[src/rtl/flash_lock_pkg.sv]
package flash_lock_pkg;
    typedef enum logic [1:0] {
        LK_OPEN   = 2'b00,
        LK_SHUT   = 2'b01,
        LK_PINNED = 2'b10
    } lock_e;
endpackage

[src/rtl/flash_blk_decode.sv]
module flash_blk_decode #(
    parameter int ADDR_W       = 21,
    parameter int BIG_W        = 15,
    parameter int SMALL_W      = 12,
    parameter bit SMALL_AT_TOP = 1'b1,
    parameter int IDX_W        = 7
) (
    input  logic [ADDR_W-1:0] addr,
    output logic [IDX_W-1:0]  idx
);
    localparam int HI_W    = ADDR_W - BIG_W;
    localparam int SUB_W   = BIG_W - SMALL_W;
    localparam int N_BIG   = (1 << HI_W) - 1;
    localparam int N_SMALL = 1 << SUB_W;

    logic [HI_W-1:0]  hi;
    logic [SUB_W-1:0] sub;

    assign hi  = addr[ADDR_W-1:BIG_W];
    assign sub = addr[BIG_W-1:SMALL_W];

    generate
        if (SMALL_AT_TOP) begin : g_top
            always_comb begin
                if (hi == {HI_W{1'b1}})
                    idx = IDX_W'(N_BIG) + IDX_W'(sub);
                else
                    idx = IDX_W'(hi);
            end
        end else begin : g_bottom
            always_comb begin
                if (hi == '0)
                    idx = IDX_W'(sub);
                else
                    idx = IDX_W'(N_SMALL - 1) + IDX_W'(hi);
            end
        end
    endgenerate
endmodule

[src/rtl/flash_lock_cell.sv]
module flash_lock_cell
    import flash_lock_pkg::*;
(
    input  logic  clk,
    input  logic  rst_n,
    input  logic  sel,
    input  logic  lock_cmd,
    input  logic  unlock_cmd,
    input  logic  pin_cmd,
    input  logic  wp_n,
    output lock_e state
);
    lock_e nxt;

    always_ff @(posedge clk or negedge rst_n) begin
        if (!rst_n) state <= LK_SHUT;
        else        state <= nxt;
    end

    always_comb begin
        nxt = state;
        if (sel) begin
            unique case (state)
                LK_OPEN: begin
                    if (pin_cmd)       nxt = LK_PINNED;
                    else if (lock_cmd) nxt = LK_SHUT;
                end
                LK_SHUT: begin
                    if (pin_cmd)         nxt = LK_PINNED;
                    else if (lock_cmd)   nxt = LK_SHUT;
                    else if (unlock_cmd) nxt = LK_OPEN;
                end
                LK_PINNED: begin
                    if (pin_cmd)                 nxt = LK_PINNED;
                    else if (wp_n && lock_cmd)   nxt = LK_SHUT;
                    else if (wp_n && unlock_cmd) nxt = LK_OPEN;
                end
                default: nxt = LK_SHUT;
            endcase
        end
    end
endmodule

[src/rtl/flash_lock_guard.sv]
module flash_lock_guard
    import flash_lock_pkg::*;
#(
    parameter int ADDR_W       = 21,
    parameter int BIG_W        = 15,
    parameter int SMALL_W      = 12,
    parameter bit SMALL_AT_TOP = 1'b1
) (
    input  logic              clk,
    input  logic              rst_n,
    input  logic [ADDR_W-1:0] addr,
    input  logic [ADDR_W-1:0] cmd_addr,
    input  logic              lock_stb,
    input  logic              unlock_stb,
    input  logic              lockdown_stb,
    input  logic              wp_n,
    input  logic              vpp_low,
    output logic [6:0]        blk_idx,
    output logic [1:0]        lock_state,
    output logic              permit
);
    localparam int N_BLK = (1 << (ADDR_W - BIG_W)) - 1 + (1 << (BIG_W - SMALL_W));
    localparam int IDX_W = 7;

    logic [IDX_W-1:0] q_idx;
    logic [IDX_W-1:0] cmd_idx;
    lock_e            st [N_BLK];
    lock_e            q_st;
    lock_e            state_q;
    logic             permit_q;

    flash_blk_decode #(
        .ADDR_W(ADDR_W), .BIG_W(BIG_W), .SMALL_W(SMALL_W),
        .SMALL_AT_TOP(SMALL_AT_TOP), .IDX_W(IDX_W)
    ) u_qdec (.addr(addr), .idx(q_idx));

    flash_blk_decode #(
        .ADDR_W(ADDR_W), .BIG_W(BIG_W), .SMALL_W(SMALL_W),
        .SMALL_AT_TOP(SMALL_AT_TOP), .IDX_W(IDX_W)
    ) u_cdec (.addr(cmd_addr), .idx(cmd_idx));

    generate
        for (genvar g = 0; g < N_BLK; g++) begin : g_cell
            flash_lock_cell u_cell (
                .clk       (clk),
                .rst_n     (rst_n),
                .sel       (cmd_idx == IDX_W'(g)),
                .lock_cmd  (lock_stb),
                .unlock_cmd(unlock_stb),
                .pin_cmd   (lockdown_stb),
                .wp_n      (wp_n),
                .state     (st[g])
            );
        end
    endgenerate

    assign q_st = st[q_idx];

    always_ff @(posedge clk or negedge rst_n) begin
        if (!rst_n) begin
            state_q  <= LK_SHUT;
            permit_q <= 1'b0;
        end else begin
            state_q  <= q_st;
            permit_q <= (q_st == LK_OPEN) && !vpp_low;
        end
    end

    assign blk_idx    = q_idx;
    assign lock_state = state_q;
    assign permit     = permit_q;
endmodule

[config.mk]
export PLATFORM = sky130hd
export DESIGN_NAME = flash_lock_guard
export DESIGN_NICKNAME = d
export VERILOG_FILES = /design/src/rtl/flash_lock_pkg.sv /design/src/rtl/flash_blk_decode.sv /design/src/rtl/flash_lock_cell.sv /design/src/rtl/flash_lock_guard.sv
export SDC_FILE = /design/constraint.sdc
export NUM_CORES = 1
export LEC_CHECK = 0
export ABC_AREA = 0
export CORE_MARGIN = 2
export CORE_UTILIZATION = 25
export DETAILED_ROUTE_END_ITERATION = 10
export PLACE_DENSITY = 0.4
export SKIP_CTS_REPAIR_TIMING = 1
export SLEW_MARGIN = 20
export SYNTH_ARGS = -nofsm -noshare
export SYNTH_HDL_FRONTEND = slang
export SYNTH_SLANG_ARGS = --single-unit
[constraint.sdc]
create_clock -name clk -period 3.8 [get_ports clk]
set_clock_uncertainty 0.05 [all_clocks]
set_input_delay 1.14 -clock clk [delete_from_list [all_inputs] [get_ports clk]]
set_output_delay 1.14 -clock clk [all_outputs]
set_load 0.05 [all_outputs]
==> flow_summary.yaml <==
floorplanning:
  start_util_pct: 25.5
  dieWidth_um: 211
  ioPinCount: 59
  core_sq_um: 42200
  die_h_um: 211
  dieArea_sq_um: 44700
  row_count: 75
global_routing:
  track_usage_pct: 18.5
  grt_max_degree: 69
  antenna_found_initial: 0
  grt-ovfl-total: 0
  grt_pass1_wl_um: 62500
  grt_pass1_vias: 10100
place:
  dp_hpwl_um: 27200
  routabilityCongestion: 0.808
  io_buffer_count: 34
synthesis:
  synthCells: 1317
  synth_edf_count: 0
  ys_seq_area_share_pct: 34.6
  synth-seq-cells: 145
  ys.warnings.count: 0
  ys.flop_type: "dfrtp_1"
  netlist_area_sq_um: 10800
  synth-async-reset-ratio_pct: 100
  synth.avg_cell_area_sq_um: 8.17
  synth.distinct_cells: 65
  syn_nets: 1370
critical_path:
  critPathLaunchType: "input pin"
  critPathCaptureType: "primary output"
  worstSetupPathType: "in -> out"
  path_max_fanout: 4
  crit_start: "addr[13]"
  critical_path_arrival_ns: 2.59
  critical-path-max-stage-delay_ns: 0.31
  cpLargestDelayFamily: "buffers and inverters"
  cp_cell_sequence: "clkbuf_2, inv_1, ha_1, ha_1, inv_1, o31ai_4, clkinvlp_4, buf_8"
  cp.required_ns: 2.61
  critPathBufInv: 5
  crit_slowest_cell: "o31ai_4"
  worst_r2r_startpoint: "g_cell[42].u_cell.state[0]$_DFFE_PN1P_"
cts:
  cts_made_buffers: 17
  clock_path_buffers: 2
  insertion_delay_ns: 0.46
  clk_pin_slew_ns: 0.07
  cts_root_buf: "clkbuf_16"
  cts_tree: "yes"
  clock_sinks: 145
  h-tree-depth: 4
timing:
  hold_viol_final: 0
  finalCritPeriodShare_pct: 99.5
  drv_slew: 0
  setup_violations: 0
  tns_ns: 0
  fin_crit_ns: 3.78
  slew_headroom_pct: 28.7
  tightest_slew_ns: 1.07
  clock.fmax_mhz: 265
  timing.hold.ws_ns: 0.471
detailed_routing:
  first_iter_violations: 678
  wl_um: 40800
  wire_per_inst_um: 20.4
  route.detailed.drc: 0
  dr.pass1.iters: 5
  route.vias.total: 10800
  via_per_inst: 5.40
  drt.antenna.violating_nets: 0
final_layout:
  final_util_pct: 32.3
  final_cell_mix: "212 x a21oi_1, 167 x buf_4, 138 x nor2_1"
  nNetsFinal: 1497
  drive_gt1_share_pct: 28.0
  final_common_cell: "a21oi_1"
  num_antenna_cells: 0
  area_growth_pct: 26.7
power:
  power.density_nw_per_um2: 386
  design_power_total_mw: 5.26
  power.leakage_nw: 5.43
  ir_drop_mv: 0.288
flow_run:
  cap_violations: 0
worst_hold_path:
  hp-class: "reg -> reg"
  min_from: "g_cell[37].u_cell.state[0]$_DFFE_PN1P_"
outcome:
  status: "finished, final reports clean"
==> sequential cells by signal (all words and copies together) (netlist names) <==
name                 flops
permit                   1
lock_state               2
g_cell.u_cell.state    142
==> cells in the mapped netlist, drive strengths merged, types with 23 or more instances <==
library cell,n,area [sq um]
a21oi,212,1060
a22o,38,333
buf,23,126
clkbuf,84,317
dfrtp,73,1830
dfstp,72,1890
mux2,66,743
nand2,107,402
nand2b,40,250
nand3,35,188
nor2,139,522
nor3,42,215
nor4,33,219
o21ai,59,310
o22ai,72,450
==> per-layer routing <==
metal / GRT usage, % / wire [um] / share of wire (%) / up-vias
li1: - / - / - / 5224
met1: 25.6 / 19500 / 48 / 5333
met2: 29.9 / 19100 / 47 / 182
met3: 2.63 / 1350 / 3.3 / 26
met4: 5.44 / 792 / 1.9 / 0
met5: 0 / 0 / 0 / -
==> worst reg2reg max path: cells and delay by family (launching register included) <==
family	cells	cell delay (ns)
compound gates	3	0.71
mux	2	0.80
flops	1	0.40
simple gates	1	0.24
==> power breakdown <==
part	switching (mW)	internal [mW]	total, mW
sequential	0.349	1.77	2.12
clock	0.764	1.23	1.99
combinational	0.604	0.539	1.14
total	1.72	3.54	5.26
==> kinds of logic after synthesis <==
family	after synthesis	share of synthesized area (%)
AO/OA/AOI/OAI	490	28.9
multiplexers	88	10.2
flip-flops	145	34.6
adder cells (fa/ha/maj)	4	0.465
AND/OR/NAND/NOR	460	20.9
buffers and inverters	130	4.92
==> worst paths after layout <==
path	end	slack [ns]	cells after the start
worst max register to register	permit$_DFF_PN0_	1.52	6
max in group asynchronous	g_cell[51].u_cell.state[0]$_DFFE_PN1P_	2.10	2
worst max-delay path	blk_idx[2]	0.02	8
min in group asynchronous	g_cell[19].u_cell.state[1]$_DFFE_PN0P_	0.65	1
worst min-delay path	g_cell[37].u_cell.state[0]$_DFFE_PN1P_	0.47	2
worst min register to register	g_cell[37].u_cell.state[0]$_DFFE_PN1P_	0.47	2
==> cell type report <==
type / instances / area (sq um)
clock inverters: 13 / 234
repair buffers: 215 / 1930
fillers: 4439 / 28600
flip-flops and latches: 145 / 3720
inverters: 23 / 95.1
well taps: 539 / 674
clock buffers: 18 / 429
multi-input cells: 1042 / 6540
==> through the flow <==
| stage | cells | setup slack (ns) | area (sq um) |
|---|---|---|---|
| 2_1_floorplan | 1317 | 0.0713 | 10800 |
| 3_3_place_gp | 1961 | -0.580 | 12900 |
| 3_5_place_dp | 1961 | -0.567 | 12900 |
| 4_1_cts | 1992 | -0.506 | 13500 |
| 5_1_grt | 1995 | -0.0122 | 13600 |
| 6_report | 1995 | 0.0208 | 13600 |
No activity file was read; power rests on OpenSTA's default activity.
